`src/rtl/hdb3_mon_pkg.sv`:
```
package hdb3_mon_pkg;

    typedef enum logic [1:0] {
        BK_ZERO = 2'd0,
        BK_MARK = 2'd1,
        BK_VIOL = 2'd2
    } bit_kind_e;

    typedef struct packed {
        logic known;
        logic negative;
    } polarity_t;

    typedef struct packed {
        logic dual_rail;
        logic bad_bipolar;
        logic long_zero;
    } lcv_event_t;

    // bits of history needed ahead of a substitution violation
    localparam int SUB_HIST = 3;

    // b1 is the most recent bit before the candidate violation
    function automatic logic sub_prefix_ok(bit_kind_e b1, bit_kind_e b2, bit_kind_e b3);
        return (b1 == BK_ZERO) && (b2 == BK_ZERO) &&
               ((b3 == BK_ZERO) || (b3 == BK_MARK));
    endfunction

    function automatic logic any_event(lcv_event_t e);
        return e.dual_rail | e.bad_bipolar | e.long_zero;
    endfunction

endpackage

```
`src/rtl/hdb3_bipolar_classifier.sv`:
```
module hdb3_bipolar_classifier
    import hdb3_mon_pkg::*;
(
    input  logic clk,
    input  logic rst,
    input  logic pos_i,
    input  logic neg_i,
    output logic dual_rail_o,
    output logic bad_bv_o,
    output logic zero_bit_o
);

    polarity_t last_mark_q;
    polarity_t last_viol_q;
    bit_kind_e hist_q [SUB_HIST];
    bit_kind_e cur_kind;
    logic      single_mark;
    logic      is_bv;
    logic      substitution;

    always_comb begin
        single_mark  = pos_i ^ neg_i;
        dual_rail_o  = pos_i & neg_i;
        zero_bit_o   = ~(pos_i | neg_i);
        is_bv        = single_mark && last_mark_q.known &&
                       (last_mark_q.negative == neg_i);
        substitution = sub_prefix_ok(hist_q[0], hist_q[1], hist_q[2]) &&
                       (last_viol_q.negative != neg_i);
        bad_bv_o     = is_bv && last_viol_q.known && !substitution;
        if (dual_rail_o || is_bv) begin
            cur_kind = BK_VIOL;
        end else if (single_mark) begin
            cur_kind = BK_MARK;
        end else begin
            cur_kind = BK_ZERO;
        end
    end

    always_ff @(posedge clk) begin
        if (rst) begin
            last_mark_q <= '0;
            last_viol_q <= '0;
        end else begin
            if (single_mark) begin
                last_mark_q <= '{known: 1'b1, negative: neg_i};
            end
            if (is_bv) begin
                last_viol_q <= '{known: 1'b1, negative: neg_i};
            end
        end
    end

    always_ff @(posedge clk) begin
        if (rst) begin
            hist_q[0] <= BK_VIOL;
        end else begin
            hist_q[0] <= cur_kind;
        end
    end

    for (genvar g = 1; g < SUB_HIST; g++) begin : g_hist
        always_ff @(posedge clk) begin
            if (rst) begin
                hist_q[g] <= BK_VIOL;
            end else begin
                hist_q[g] <= hist_q[g-1];
            end
        end
    end

endmodule

```
`src/rtl/hdb3_zero_run.sv`:
```
module hdb3_zero_run #(
    parameter int RUN_LEN = 4
) (
    input  logic clk,
    input  logic rst,
    input  logic zero_bit_i,
    output logic run_hit_o
);

    localparam int RW = $clog2(RUN_LEN + 1);
    localparam logic [RW-1:0] HIT_AT = RW'(RUN_LEN - 1);
    localparam logic [RW-1:0] TOP    = RW'(RUN_LEN);

    logic [RW-1:0] run_q;

    assign run_hit_o = zero_bit_i && (run_q == HIT_AT);

    always_ff @(posedge clk) begin
        if (rst) begin
            run_q <= '0;
        end else if (!zero_bit_i) begin
            run_q <= '0;
        end else if (run_q != TOP) begin
            run_q <= run_q + 1'b1;
        end
    end

endmodule

```
`src/rtl/lcv_sat_counter.sv`:
```
module lcv_sat_counter #(
    parameter int W = 16
) (
    input  logic         clk,
    input  logic         rst,
    input  logic         clear_i,
    input  logic         inc_i,
    output logic [W-1:0] count_o
);

    localparam logic [W-1:0] MAXV = '1;

    always_ff @(posedge clk) begin
        if (rst || clear_i) begin
            count_o <= '0;
        end else if (inc_i && count_o != MAXV) begin
            count_o <= count_o + 1'b1;
        end
    end

endmodule

```
`src/rtl/lcv_byte_reader.sv`:
```
module lcv_byte_reader #(
    parameter int BYTE_W = 8
) (
    input  logic                  clk,
    input  logic                  rst,
    input  logic                  rd_hi_i,
    input  logic [2*BYTE_W-1:0]   count_i,
    output logic [BYTE_W-1:0]     hi_o,
    output logic [BYTE_W-1:0]     lo_o
);

    assign hi_o = count_i[2*BYTE_W-1:BYTE_W];

    always_ff @(posedge clk) begin
        if (rst) begin
            lo_o <= '0;
        end else if (rd_hi_i) begin
            lo_o <= count_i[BYTE_W-1:0];
        end
    end

endmodule

```
`src/rtl/hdb3_lcv_monitor.sv`:
```
module hdb3_lcv_monitor
    import hdb3_mon_pkg::*;
#(
    parameter int BYTE_W  = 8,
    parameter int RUN_LEN = 4
) (
    input  logic              clk,
    input  logic              rst,
    input  logic              pos_i,
    input  logic              neg_i,
    input  logic              exz_mode_i,
    input  logic              clear_i,
    input  logic              rd_hi_i,
    output logic [BYTE_W-1:0] hi_byte_o,
    output logic [BYTE_W-1:0] lo_byte_o
);

    localparam int CNT_W = 2 * BYTE_W;

    logic             dual_rail;
    logic             bad_bv;
    logic             zero_bit;
    logic             run_hit;
    lcv_event_t       evt;
    logic [CNT_W-1:0] count_q;

    hdb3_bipolar_classifier u_class (
        .clk         (clk),
        .rst         (rst),
        .pos_i       (pos_i),
        .neg_i       (neg_i),
        .dual_rail_o (dual_rail),
        .bad_bv_o    (bad_bv),
        .zero_bit_o  (zero_bit)
    );

    hdb3_zero_run #(.RUN_LEN(RUN_LEN)) u_zrun (
        .clk        (clk),
        .rst        (rst),
        .zero_bit_i (zero_bit),
        .run_hit_o  (run_hit)
    );

    always_comb begin
        evt.dual_rail   = dual_rail;
        evt.bad_bipolar = bad_bv;
        evt.long_zero   = run_hit & exz_mode_i;
    end

    lcv_sat_counter #(.W(CNT_W)) u_cnt (
        .clk     (clk),
        .rst     (rst),
        .clear_i (clear_i),
        .inc_i   (any_event(evt)),
        .count_o (count_q)
    );

    lcv_byte_reader #(.BYTE_W(BYTE_W)) u_rd (
        .clk     (clk),
        .rst     (rst),
        .rd_hi_i (rd_hi_i),
        .count_i (count_q),
        .hi_o    (hi_byte_o),
        .lo_o    (lo_byte_o)
    );

endmodule

```
`config.mk`:
```
export PLATFORM = sky130hd
export DESIGN_NAME = hdb3_lcv_monitor
export DESIGN_NICKNAME = d
export VERILOG_FILES = /design/src/rtl/hdb3_mon_pkg.sv /design/src/rtl/hdb3_bipolar_classifier.sv /design/src/rtl/hdb3_zero_run.sv /design/src/rtl/lcv_sat_counter.sv /design/src/rtl/lcv_byte_reader.sv /design/src/rtl/hdb3_lcv_monitor.sv
export SDC_FILE = /design/constraint.sdc
export NUM_CORES = 1
export LEC_CHECK = 0
export BUFFER_PORTS_ARGS = -buffer_cell sky130_fd_sc_hd__buf_4
export CAP_MARGIN = 40
export CORE_ASPECT_RATIO = 1.1
export CORE_MARGIN = 3
export CORE_UTILIZATION = 45
export DETAILED_ROUTE_END_ITERATION = 10
export GPL_ROUTABILITY_DRIVEN = 0
export PLACE_DENSITY = 0.73
export SLEW_MARGIN = 15
export SYNTH_ARGS = -nofsm -noshare
export SYNTH_HDL_FRONTEND = slang
export SYNTH_SLANG_ARGS = --single-unit
```
`constraint.sdc`:
```
create_clock -name clk -period 1.9 [get_ports clk]
set_clock_uncertainty 0.1 [all_clocks]
set_input_delay 0.095 -clock clk [delete_from_list [all_inputs] [get_ports clk]]
set_output_delay 0.095 -clock clk [all_outputs]
set_load 0.01 [all_outputs]
```
==> impl_results.md, run 1 <==
- Status: finished, final reports clean
- Post-synth net total: 208
- Sequential power share: 57.3%
- Crit-path slowest cell: dfxtp_1
- Crit share post-route: 98.29%
- Total CTS buffers: 5
- Vias in the first global route: 1346
- ANT nets after route: 0
- Post-synthesis register bit count: 36
- Max frequency: 535.5 MHz
- Clock Sinks: 36
- DP HPWL: 2.334 mm
- Post-synth EDFFs: 0
- Initial antenna violation count: 0
- Net Sw Frac: 23.10%
- Simple-gate share of the synthesized area: 25.39%
- GRT overflow: 0
- Syn avg cell area: 8.746 µm²
- Post-Place Cells: 266
- Starting Density: 48.78%
- Reg clk slew, reported paths: 110 ps
- Number of max-cap violations: 0
- Core ar.: 0.003496 mm²
- Area grow syn2layout: 31.47%
- Share of layout cells above drive strength 1: 34.48%
- Post-synthesis adder-cell area fraction: 4.402%
- Most frequent cells in the layout: buf_4 (42), dfxtp_1 (31), nor2_1 (18)
- CP peak stage delay: 420 ps
- Comb pwr share: 9.4%
- Antenna Cells: 0
- Worst-path maximum fanout: 5
- Crit path capture type: register
- Worst Path Required: 2080 ps
- Clock power frac: 33.3%
- Post-Syn Instances: 195
- First-pass GRT wire length: 5.865 mm
- Filler cells: 298
- Post-DP Area: 0.001993 mm²
- Compound-Gate Fraction of Synth Area: 13.57%
- Crit path max-delay family: simple AND/OR/NAND/NOR gates
- Clk buf depth: 2
- Largest cells by area after synthesis: dfxtp_1 (42%), mux2i_1 (5.3%), ha_1 (4.4%)
- Synth unique cells: 38
- Final hold violations: 0
- Number of port buffers: 22
- Commonest non-fill, non-tap cell in the layout: buf_4
- NetSw: 313.9 µW
- Routed WL per cell: 13.13 µm
- Mux share of post-synthesis cell area: 5.282%
- Unrepaired setup endpoints after global routing: yes
- TritonCTS clock tree: done
- Total GRT Usage: 15.91%
- Buf/Inv on CP: 0
- Share of the synthesized area in the top cell type: 42.26%
- Fin crit period: 1868 ps
- Largest family of logic cells by synthesized area: simple AND/OR/NAND/NOR gates
- DR pass1 iterations: 4
- Std-Cell Rows: 22
- CTS Root Cell: clkbuf_4
- DR iter-0 viols: 69
- Util after Layout: 64.14%
- Slew Viols, Final: 0
- Cell taking the most area after synthesis: dfxtp_1
- Cell area after layout: 0.002242 mm²
- CP Class: reg -> reg
- Die boundary width: 64.70 µm
- WL final: 3.676 mm
- Crit path cell chain: and4_4 -> nand2_2 -> or3_4 -> or4_1 -> a21oi_1
- Fin cells: 280
- H-tree levels: 2
- I/O pin total: 23
- Sequential element share of the synthesized area: 42.26%
- Syn Std Cell Area: 0.001705 mm²
- VDD IR max: 0.3836 mV
- Flip-flop and latch area: 726.9 µm²
- Worst slew pin tran: 340.9 ps
- Setup violations, final: 0
- DR vias/cell: 5.289
- YS warnings: 0
- Final net count: 245
- Final Hold Slack: 22.23 ps
- Pint: 1.045 mW
- Fraction of registers with async set or reset after synthesis: 0%
- Critical path launch point type: register
- Pwr Density: 605.9 mW/mm²
- Total number of vias: 1481
- Main synth FF type: dfxtp_1
- Normalized max-slew margin: 77.27%
- Largest net degree at the start of global routing: 30
- # DRC: 0
- Xor/xnor share of the synthesized area: 1.541%
- Lkg Pwr: 0.8948 nW
- Worst min path class: in -> reg
- Die area: 0.004565 mm²
- Fin worst setup slack: 32.46 ps
- Die span in y: 70.57 µm
- Area of the multi-input gates: 943.4 µm²
- Clk_lat worst skew: 340 ps
- WP data arrival: 2050 ps
- Placement Setup Slack: 24.33 ps
==> timing repair <==
action                     in CTS  in global routing
setup endpoints to repair       2                 11
resized for setup               1                 19
hold endpoints to repair       15                  0
setup buffers                   0                  2
hold buffers                    2                  0
gates cloned                    0                  3
pin swaps                       0                  5
==> cell usage after synthesis, types with 6 or more instances <==
library cell,count
nor2_1,19
buf_4,8
dfxtp_1,36
clkbuf_1,9
mux2i_1,9
or4_1,8
inv_1,8
nand3_1,8
o21ai_0,6
ha_1,6
nand4_1,8
o31ai_1,6
a21oi_1,14
nand2_1,9
==> cells by family after synthesis <==
group | Yosys count
adder cells (fa/ha/maj) | 6
flip-flops | 36
buffers and inverters | 26
XOR/XNOR | 3
AND/OR/NAND/NOR | 78
AO/OA/AOI/OAI | 37
multiplexers | 9
==> power groups by stage <==
stage	combinational [mW]	sequential [mW]	clock, mW
final	0.128	0.778	0.453
after global routing	0.140	0.780	0.505
after CTS	0.103	0.777	0.466
after detailed placement	0.0995	0.794	0
after global placement	0.0986	0.794	0
after floorplan	0.0591	0.793	0
==> flip-flops by register name, indices dropped and copies added (netlist names) <==
name and flops:
u_class.hist_q 5, u_class.last_mark_q 2, u_class.last_viol_q 2, u_cnt.count_o 16
u_rd.lo_o 8, u_zrun.run_q 3
==> routing by layer <==
layer,global-route usage [%],wire [µm],vias up
met5,0,0,-
met3,4.286,152,7
li1,-,-,770
met1,21.05,1816,667
met4,5.634,50,0
met2,25.00,1657,37
==> worst register-to-register path, stage by stage (launching register included) <==
cell and delay (ps):
dfxtp_1 420, and4_4 270, nand2_2 80, or3_4 400, or4_1 400, a21oi_1 150
==> cell type report <==
cell class | instances | share of cell area [%]
Timing Repair Buffer | 48 | 18.58
Clock buffer | 7 | 2.902
Multi-Input combinational cell | 133 | 42.08
Sequential cell | 36 | 32.42
Tap cell | 48 | 2.679
Inverter | 8 | 1.339
==> worst paths after layout <==
path                        start              endpoint  slack, ps  cells after the start
max reg2reg      u_cnt.count_o[9]     u_cnt.count_o[13]         30                      5
max              u_cnt.count_o[9]     u_cnt.count_o[13]         30                      5
min                       rd_hi_i          u_rd.lo_o[6]         20                      3
min reg2reg  u_class.hist_q[1][1]  u_class.hist_q[2][1]        340                      1
==> through the flow <==
stage / power (mW) / TNS (ps)
6_report: 1.359 / 0
5_1_grt: 1.425 / -53.15
4_1_cts: 1.346 / 0
3_5_place_dp: 0.8934 / 0
3_3_place_gp: 0.8927 / 0
2_1_floorplan: 0.8522 / 0
Note: power is estimated with default switching activity, not from simulation.
==> inputs of run 2 (changes only) <==
--- a/config.mk
+++ b/config.mk
@@ -9,10 +9,10 @@
 export CAP_MARGIN = 40
 export CORE_ASPECT_RATIO = 1.1
 export CORE_MARGIN = 3
-export CORE_UTILIZATION = 45
+export CORE_UTILIZATION = 35
 export DETAILED_ROUTE_END_ITERATION = 10
 export GPL_ROUTABILITY_DRIVEN = 0
-export PLACE_DENSITY = 0.73
+export PLACE_DENSITY = 0.61
 export SLEW_MARGIN = 15
 export SYNTH_ARGS = -nofsm -noshare
 export SYNTH_HDL_FRONTEND = slang
==> run 2 against run 1 <==
Net effect:
- via count rose by 0.88%
- total power is 16% higher
- critical path depth up 2
- setup slack improved by 34 ps
- utilization down 16 points
- sequential power barely moved
- non-clock buffer count is the same
==> impl_results.md, run 2 (same netlist as run 1, synthesis figures left out) <==
- Status: finished, final reports clean
- Fin crit period: 1834 ps (-33.67 ps)
- Setup TNS: 0 ps (unchanged)
- # DRC: 0 (unchanged)
- Final net count: 245 (unchanged)
- Routed WL per cell: 13.35 µm (+1.7%)
- Total number of vias: 1494 (+0.88%)
- Largest net degree at the start of global routing: 30 (unchanged)
- Worst min path class: in -> reg
- Clk buf depth: 2 (unchanged)
- Setup violations, final: 0 (unchanged)
- Power, Total: 1.569 mW (+16%)
- Area grow syn2layout: 33.24%
- Clock Sinks: 36 (unchanged)
- NetSw: 350.0 µW (+12%)
- Most frequent cells in the layout: buf_4 (44), dfxtp_1 (32), nor2_1 (18)
- Net Sw Frac: 22.30% (-0.80 points)
- Worst slew pin tran: 321.5 ps (-19.40 ps)
- GRT overflow: 0 (unchanged)
- Largest register FFs: 16 (unchanged)
- VDD IR max: 0.3951 mV (+3.0%)
- Commonest non-fill, non-tap cell in the layout: buf_4
- WP data arrival: 1920 ps (-130 ps)
- Normalized max-slew margin: 78.57% (+1.3 points)
- Pwr Density: 690.7 mW/mm² (+14%)
- Cell area after layout: 0.002272 mm² (+1.3%)
- Registers with the most flip-flops: u_cnt.count_o x16, u_rd.lo_o x8, u_class.hist_q x5
- Slew Viols, Final: 0 (unchanged)
- DR iter-0 viols: 55 (-20%)
- Crit share post-route: 96.52% (-1.8 points)
- Total CTS buffers: 5 (unchanged)
- DR pass1 iterations: 7 (+3)
- Die span in y: 79.21 µm (+12%)
- First-pass GRT wire length: 6.210 mm (+5.9%)
- Final Hold Slack: 9.568 ps (-12.66 ps)
- WL final: 3.858 mm (+5.0%)
- Die area: 0.005747 mm² (+26%)
- Lkg Pwr: 0.8935 nW (-0.14%)
- I/O pin total: 23 (unchanged)
- Vias in the first global route: 1334 (-0.89%)
- Total GRT Usage: 13.61% (-2.3 points)
- WHS Path Cells: 3 (unchanged)
- Max frequency: 545.3 MHz (+1.8%)
- DR vias/cell: 5.170 (-2.3%)
- Worst Reg-to-Reg Cells: 7 (+2)
- CP Class: reg -> reg
- Worst-path maximum fanout: 7 (+2)
- Clk_lat worst skew: 290 ps (-50 ps)
- Critical path launch point type: register
- Clock power frac: 42.5% (+9.2 points)
- Reg clk slew, reported paths: 70 ps (-40 ps)
- Die boundary width: 72.56 µm (+12%)
- Worst Path Required: 1980 ps (-100 ps)
- Std-Cell Rows: 26 (+18%)
- Number of port buffers: 22 (unchanged)
- H-tree levels: 2 (unchanged)
- Number of max-cap violations: 0 (unchanged)
- Pint: 1.219 mW (+17%)
- Antenna Cells: 0 (unchanged)
- Post-DP Area: 0.002026 mm² (+1.6%)
- ANT nets after route: 0 (unchanged)
- Biggest register: u_cnt.count_o
- TritonCTS clock tree: done
- Crit path capture type: register
- Share of layout cells above drive strength 1: 33.91% (-0.58 points)
- Sequential power share: 49.6% (-7.7 points)
- Hold Buf Count CTS: 0 (-2)
- CTS Root Cell: clkbuf_8
- Core ar.: 0.004684 mm² (+34%)
- Final hold violations: 0 (unchanged)
- DP HPWL: 2.531 mm (+8.4%)
- Starting Density: 36.40% (-12 points)
- Comb pwr share: 7.9% (-1.5 points)
- Initial antenna violation count: 0 (unchanged)
run 2: cell count changes in the layout (fill, tap and decap cells not counted), sizes merged:
cell         previous run  this run
dlygate4sd3             2         0
bufinv                  0         1
buf                    44        46
clkinvlp                0         1
clkinv                  0         1
clkbuf                  9         7
run 2: worst paths after layout:
kind	startpoint	to	slack (ps)
max	u_zrun.run_q[1]	u_cnt.count_o[8]	70
min	clear_i	u_cnt.count_o[8]	10
max reg2reg	u_zrun.run_q[1]	u_cnt.count_o[8]	70
min reg2reg	u_class.hist_q[1][1]	u_class.hist_q[2][1]	350
run 2: power groups by stage:
stage / Sequential, mW / Combinational [mW] / Clock [mW]
final: 0.778 / 0.124 / 0.667
after global routing: 0.780 / 0.135 / 0.724
after CTS: 0.777 / 0.101 / 0.689
after detailed placement: 0.794 / 0.101 / 0
after global placement: 0.794 / 0.0996 / 0
after floorplan: 0.793 / 0.0591 / 0
run 2: stage by stage:
step | instances | utilization, % | worst slack [ps]
after CTS | 285 | 45.62 | 22.89
after global placement | 277 | 43.24 | 55.72
after floorplan | 195 | - | 13.34
after detailed placement | 277 | 43.24 | 21.91
after global routing | 289 | 48.50 | -15.02
final | 289 | 48.50 | 66.12
run 2: per-layer routing:
layer	vias up	wire length, µm	GRT usage, %
li1	771	-	-
met1	692	1852	18.22
met2	26	1806	20.58
met3	5	152	3.924
met4	0	46	4.982
met5	-	0	0
run 2: what timing repair did:
item / 4_1_cts / 5_1_grt
endpoints found under the setup margin: 0 / 10
setup buffers: 0 / 1
gates resized for setup: 0 / 16
run 2: worst max-delay path: stages, from the launching register on:
cell	delay (ps)
dfxtp_2	340
ha_4	160
ha_4	150
a31o_4	240
a31oi_4	290
clkbuf_16	220
nor4_1	50
o21a_1	170
run 2: cell type report:
cell class                 instances  area, µm²
fill                             458       2412
multi-input combinational        133      923.4
sequential                        36      725.7
timing repair buffer              48      411.6
tap                               56      70.07
clock buffer                       5      68.82
clock inverter                     3      42.54
inverter                           8      30.03
